**src/rtl/dma_launch_ctrl.sv**
```systemverilog
module dma_launch_ctrl #(
  parameter int NCH = 6,
  parameter int AW  = 48,
  parameter int RA  = 8
) (
  input  logic              clk,
  input  logic              rst_n,
  input  logic              reg_wr,
  input  logic [RA-1:0]     reg_addr,
  input  logic [31:0]       reg_wdata,
  output logic [31:0]       reg_rdata,
  output logic              fetch_req,
  input  logic              fetch_ack,
  output logic [$clog2(NCH)-1:0] fetch_ch,
  output logic [AW-1:0]     fetch_addr,
  input  logic              done_valid,
  input  logic              done_last,
  input  logic [AW-1:0]     done_next
);
  localparam int CW    = $clog2(NCH);
  localparam int HW    = AW - 32;
  localparam int CBASE = 16;

  logic [NCH-1:0] trig, rtrg, fin, ready, ctl_wr, pick_oh, ch_oh;
  logic [29:0]    ctl [NCH];
  logic [31:0]    lo  [NCH];
  logic [HW-1:0]  hi  [NCH];
  logic [AW-1:0]  nxt [NCH];
  logic [CW-1:0]  pick;
  logic           req_q, wait_q, launch, use_start, glb_wr, done_take;
  logic [AW-1:0]  start_sel;

  assign glb_wr    = reg_wr && reg_addr == '0;
  assign launch    = !req_q && !wait_q && |ready;
  assign done_take = wait_q && done_valid;
  assign pick_oh   = NCH'(1) << pick;
  assign ch_oh     = NCH'(1) << fetch_ch;
  assign use_start = |((fin | rtrg) & pick_oh);
  assign start_sel = {hi[pick], lo[pick]};
  assign fetch_req = req_q;

  always_comb begin
    pick = '0;
    for (int i = NCH - 1; i >= 0; i--)
      if (ready[i]) pick = CW'(i);
  end

  for (genvar n = 0; n < NCH; n++) begin : g_ch
    assign ready[n]  = trig[n] && ctl[n][0] && !ctl[n][1];
    assign ctl_wr[n] = reg_wr && reg_addr == RA'(CBASE + 4 * n);

    always_ff @(posedge clk) begin
      if (!rst_n) begin
        ctl[n] <= '0;
        lo[n]  <= '0;
        hi[n]  <= '0;
        nxt[n] <= '0;
      end else begin
        if (ctl_wr[n]) ctl[n] <= reg_wdata[29:0];
        if (reg_wr && reg_addr == RA'(CBASE + 4 * n + 1)) lo[n] <= reg_wdata;
        if (reg_wr && reg_addr == RA'(CBASE + 4 * n + 2)) hi[n] <= reg_wdata[HW-1:0];
        if (done_take && !done_last && fetch_ch == CW'(n)) nxt[n] <= done_next;
      end
    end
  end

  always_comb begin
    reg_rdata = '0;
    for (int n = 0; n < NCH; n++) begin
      if (reg_addr == RA'(CBASE + 4 * n))     reg_rdata = {2'b00, ctl[n]};
      if (reg_addr == RA'(CBASE + 4 * n + 1)) reg_rdata = lo[n];
      if (reg_addr == RA'(CBASE + 4 * n + 2)) reg_rdata = 32'(hi[n]);
    end
  end

  always_ff @(posedge clk) begin
    if (!rst_n) begin
      trig       <= '0;
      rtrg       <= '0;
      fin        <= '1;
      req_q      <= 1'b0;
      wait_q     <= 1'b0;
      fetch_ch   <= '0;
      fetch_addr <= '0;
    end else begin
      trig <= (trig & ~ctl_wr) | (glb_wr ? reg_wdata[NCH-1:0] : '0);
      rtrg <= (rtrg & ~(launch ? pick_oh : '0)) | (glb_wr ? reg_wdata[2*NCH-1:NCH] : '0);
      if (launch) begin
        req_q      <= 1'b1;
        fetch_ch   <= pick;
        fetch_addr <= use_start ? start_sel : nxt[pick];
        if (use_start) fin <= fin & ~pick_oh;
      end
      if (req_q && fetch_ack) begin
        req_q  <= 1'b0;
        wait_q <= 1'b1;
      end
      if (done_take) begin
        wait_q <= 1'b0;
        if (done_last) fin <= fin | ch_oh;
      end
    end
  end

  assert_req_hold_R11: assert property (@(posedge clk) disable iff (!rst_n)
    fetch_req && !fetch_ack |=> fetch_req && $stable(fetch_ch) && $stable(fetch_addr));
  assert_single_R11: assert property (@(posedge clk) disable iff (!rst_n)
    $rose(fetch_req) |-> $past(!wait_q));
  assert_ready_R5: assert property (@(posedge clk) disable iff (!rst_n)
    $rose(fetch_req) |-> |($past(ready) & ch_oh));
  assert_prio_R10: assert property (@(posedge clk) disable iff (!rst_n)
    $rose(fetch_req) |-> ($past(ready) & ~({NCH{1'b1}} << fetch_ch)) == '0);
  assert_rtrg_used_R8: assert property (@(posedge clk) disable iff (!rst_n)
    $rose(fetch_req) && !$past(glb_wr) |-> !(|(rtrg & ch_oh)));
  assert_fin_clear_R8: assert property (@(posedge clk) disable iff (!rst_n)
    $rose(fetch_req) && |($past(fin) & ch_oh) |-> !(|(fin & ch_oh)));
endmodule

```
**config.mk**
```make
export PLATFORM = sky130hd
export DESIGN_NAME = dma_launch_ctrl
export DESIGN_NICKNAME = d
export VERILOG_FILES = /design/src/rtl/dma_launch_ctrl.sv
export SDC_FILE = /design/constraint.sdc
export NUM_CORES = 1
export LEC_CHECK = 0
export ABC_AREA = 1
export BUFFER_PORTS_ARGS = -buffer_cell sky130_fd_sc_hd__buf_2
export CAP_MARGIN = 20
export CORE_MARGIN = 5
export CORE_UTILIZATION = 46
export DETAILED_ROUTE_END_ITERATION = 12
export PLACE_DENSITY = 0.69
export RECOVER_POWER = 50
export SYNTH_ARGS = -nofsm -noshare
export SYNTH_HDL_FRONTEND = slang
export SYNTH_SLANG_ARGS = --single-unit
export TNS_END_PERCENT = 10
```
**constraint.sdc**
```tcl
create_clock -name clk -period 8.7 [get_ports clk]
set_clock_uncertainty 0.05 [all_clocks]
set_input_delay 0.435 -clock clk [delete_from_list [all_inputs] [get_ports clk]]
set_output_delay 0.435 -clock clk [all_outputs]
set_load 0.02 [all_outputs]
```
==> PnR_summary.wiki <==
{| class="wikitable"
! Metric !! Value
|-
| Result of the run || finished with violations
|-
| Violations in the final reports || capacitance limit, slew limit
|-
| Largest fanout on the critical path || 64
|-
| Half-perimeter wire length after detailed placement || 86200 um
|-
| Maximum number of buffers from clock root to sink || 3
|-
| Library cells used by synthesis || 39
|-
| Vias in the first global route || roughly 30000
|-
| TritonCTS clock tree || yes
|-
| Finished layout cell area || approximately 42000 sq um
|-
| Remaining DRCs || 0
|-
| Number of instances in the synthesized netlist || a little under 4000
|-
| Die Area || 87300 sq um
|-
| DR WL/cell || approximately 26 um
|-
| ANT cells || 0
|-
| Path depth of the worst reg2reg path || 14
|-
| Clk sink count || 827
|-
| Delay contributed by the slowest stage of the critical path || around 2500 ps
|-
| Post-CTS clock slew at the launch and capture registers of the worst setup and hold paths || about 60 ps
|-
| Worst IR Drop VDD || ~0.14 mV
|-
| Total gr overflow || 0
|-
| Reg2Reg Launch Point || ctl[0][0]
|-
| Largest area contributor in the synthesized netlist || edfxtp_1
|-
| Total negative slack || 0 ps
|-
| Crit. End Element || flop
|-
| GPL Wtd Cong || about 0.94
|-
| Die Width || about 300 um
|-
| Relative slew slack || -128%
|-
| Hold Violations, Final || 0
|-
| Maximum number of pins on one net before global-route repair || 90
|-
| Min setup slack post-route || ~2900 ps
|-
| Post-Synthesis Mean Instance Area || just under 10 sq um
|-
| Cell Pwr Density || 208 nW/um^2
|-
| Register-to-register path setup slack || approximately 3600 ps
|-
| Max-capacitance violation count || 19
|-
| CP top delay family || buffers and inverters
|-
| Total of flip-flops plus latches after synthesis || around 830
|-
| Category of the worst setup path launch point || input port
|-
| Synth area leaders || edfxtp_1 61%, nor2_1 8.7%, nand2_1 7.5%
|-
| Worst Hold Depth || 3
|-
| Fraction of synthesis flops using an asynchronous set or reset pin || 0%
|-
| Endpoint arrival time on the critical path || about 6000 ps
|-
| Final ANT Viol Nets || 0
|-
| Critical path's slowest cell || clkbuf_1
|-
| Vias || 30892
|-
| Number of primary I/O pins || approximately 180
|-
| Cell Area, Placed || roughly 39000 sq um
|-
| Buffers added on ports || ~180
|-
| Number of slew-limit violations in the final report || about 660
|-
| Part of the Yosys area used for sequential elements || approximately 64%
|-
| Clock latency on the worst-skew pair || ~660 ps
|-
| Post-synthesis to final-layout area growth || 11.9%
|-
| Ordered cell list for the critical path || buf_4 -> clkbuf_1 -> o21ai_0 -> clkbuf_1
|-
| Starting DRT DRC Count || between 4000 and 5000
|-
| Proportion of layout cells with a drive suffix above 1 || roughly 9%
|-
| Main synth FF type || edfxtp_1
|-
| Standby leakage power || between 15 and 20 nW
|-
| Top cell by count, worst path || clkbuf_1
|-
| End of the worst register-to-register path || fetch_addr[38]
|-
| Launch instance of the worst min-delay path || reg_wdata[1]
|-
| Gates resized, CTS repair || 0
|-
| Share of the cycle needed by the critical path after routing || 66.2%
|-
| Synthesis warning total || 0
|-
| Number of antenna violations at the first check in global routing || 8
|-
| DRT Wirelength || approximately 130000 um
|-
| Unrepaired setup endpoints after global routing || no
|-
| Required time reported for the critical path endpoint || 8790 ps
|-
| Wire length of the first global-routing pass || around 190000 um
|-
| Chip Height || ~300 um
|-
| Total CTS buffers || 87
|-
| Type of the setup path with the least slack || in -> reg
|-
| Post-detailed-route via-to-cell ratio || a little over 6
|-
| Top-area cell type share of the netlist area || 60.6%
|-
| Worst Hold Path EP || trig[1]
|-
| # Post-CTS Setup Buffers || 0
|-
| Final Net Count || approximately 4000
|-
| Worst path buffer plus inverter count || 3
|-
| Transition time of the tightest slew-check pin || approximately 3400 ps
|-
| Hold Path Class || in -> reg
|-
| GRT Total Usage || 29.4%
|-
| H-tree depth || 3
|-
| # setup viols final || 0
|-
| FP Rows || 104
|-
| Standard cell core area || a little over 80000 sq um
|-
| Final period demand of the worst path || approximately 5800 ps
|-
| Starting density of the core || a little under half
|-
| Number of enable flip-flop cells after synthesis || 756
|-
| Final Hold Slack || around 14 ps
|-
| Synthesized Nets || about 4000
|-
| Number of inserted filler cells in the final layout || ~7200
|-
| Cell area after synthesis || around 37000 sq um
|-
| Setup slack at placement || about 3700 ps
|-
| Cell at the root of the clock tree || clkbuf_16
|-
| DR pass1 iterations || 6
|-
| Achievable clock frequency || about 170 MHz
|}
## cell type report
type	instances	area (sq um)	area share, %
inverters	190	716	1.71
well taps	1060	1330	3.16
flip-flops and latches	827	24100	57.5
clock inverters	41	443	1.06
clock buffers	120	2440	5.82
repair buffers	251	1310	3.12
multi-input cells	2562	11600	27.7
## stage by stage
step | util [%] | cells | total power, W
after detailed placement | 48.7 | 4888 | 0.00499
after CTS | 52.3 | 5051 | 0.00871
final | 52.0 | 5051 | 0.00872
after global routing | 52.0 | 5051 | 0.00892
after global placement | 48.7 | 4886 | 0.00498
after floorplan | - | 3859 | 0.00479
## metal layers
layer	GRT usage [%]	share of wire (%)	vias up
li1	-	-	13371
met1	38.5	36	14977
met2	46.2	46	2155
met3	7.35	13	381
met4	14.0	5.8	8
met5	0	0.034	-
## state kept, by name, summed over array words and instances (netlist names)
signal	cells
fetch_req	1
fin	6
nxt	288
wait_q	1
trig	6
hi	96
lo	192
ctl	180
rtrg	6
fetch_addr	48
fetch_ch	3
## power by group
part	switching (W)	internal (W)	leakage (nW)
Sequential	0.0000839	0.00449	7.99
Clock	0.00160	0.00221	1.41
Combinational	0.000279	0.0000607	6.70
Total	0.00196	0.00676	16.1
## cells in the mapped netlist, types with 4 or more instances
cell and count:
a21oi_1 126, a221oi_1 10, a22oi_1 98, buf_1 20
buf_2 32, buf_6 5, clkbuf_1 220, clkinv_1 18
dfxtp_1 71, edfxtp_1 756, inv_1 165, inv_2 7
nand2_1 753, nand3_1 278, nand3b_1 5, nand4_1 208
nor2_1 864, nor2_2 8, nor2_4 4, nor3_1 10
o211ai_1 7, o21ai_0 148, o22ai_1 5, or2_2 16
## timing repair
| item | 4_1_cts | 5_1_grt |
|---|---|---|
| endpoints found under the setup margin | 0 | 0 |
| hold buffers | 2 | 0 |
| endpoints found under the hold margin | 3 | 0 |
## logic make-up after synthesis
kind of cell	count (synthesis)	share of synthesized area (%)
buffers and inverters	470	4.94
flip-flops	827	64.3
AND/OR/NAND/NOR	2158	24.4
AO/OA/AOI/OAI	404	6.28
## worst max path at each step
stage	depth (start not counted)	from	slack, ps	end
2_1_floorplan	8	reg_addr[5]	4470	lo[3][0]
3_3_place_gp	14	ctl[0][0]	3780	fetch_addr[46]
3_5_place_dp	14	ctl[0][0]	3710	fetch_addr[33]
4_1_cts	14	ctl[0][0]	3710	fetch_addr[33]
5_1_grt	4	rst_n	2880	lo[1][31]
6_report	4	rst_n	2940	lo[1][21]
## worst min-delay path, stage by stage
cell and delay (ps):
buf_2 100, nand2_1 70, a21oi_1 60
## cell usage in the layout, fill, tap and decap left out, types with 11 or more instances in the layout
cell type,instances
nand3_1,273
nor2_1,859
buf_4,49
clkbuf_16,88
clkinv_2,11
or2_2,16
edfxtp_1,756
nand4_1,208
nand2_1,752
inv_1,165
clkinv_1,34
buf_2,124
a22oi_1,98
a21oi_1,126
o21ai_0,146
clkbuf_8,12
clkbuf_1,95
dfxtp_1,71
(Power assumes the default switching activity.)
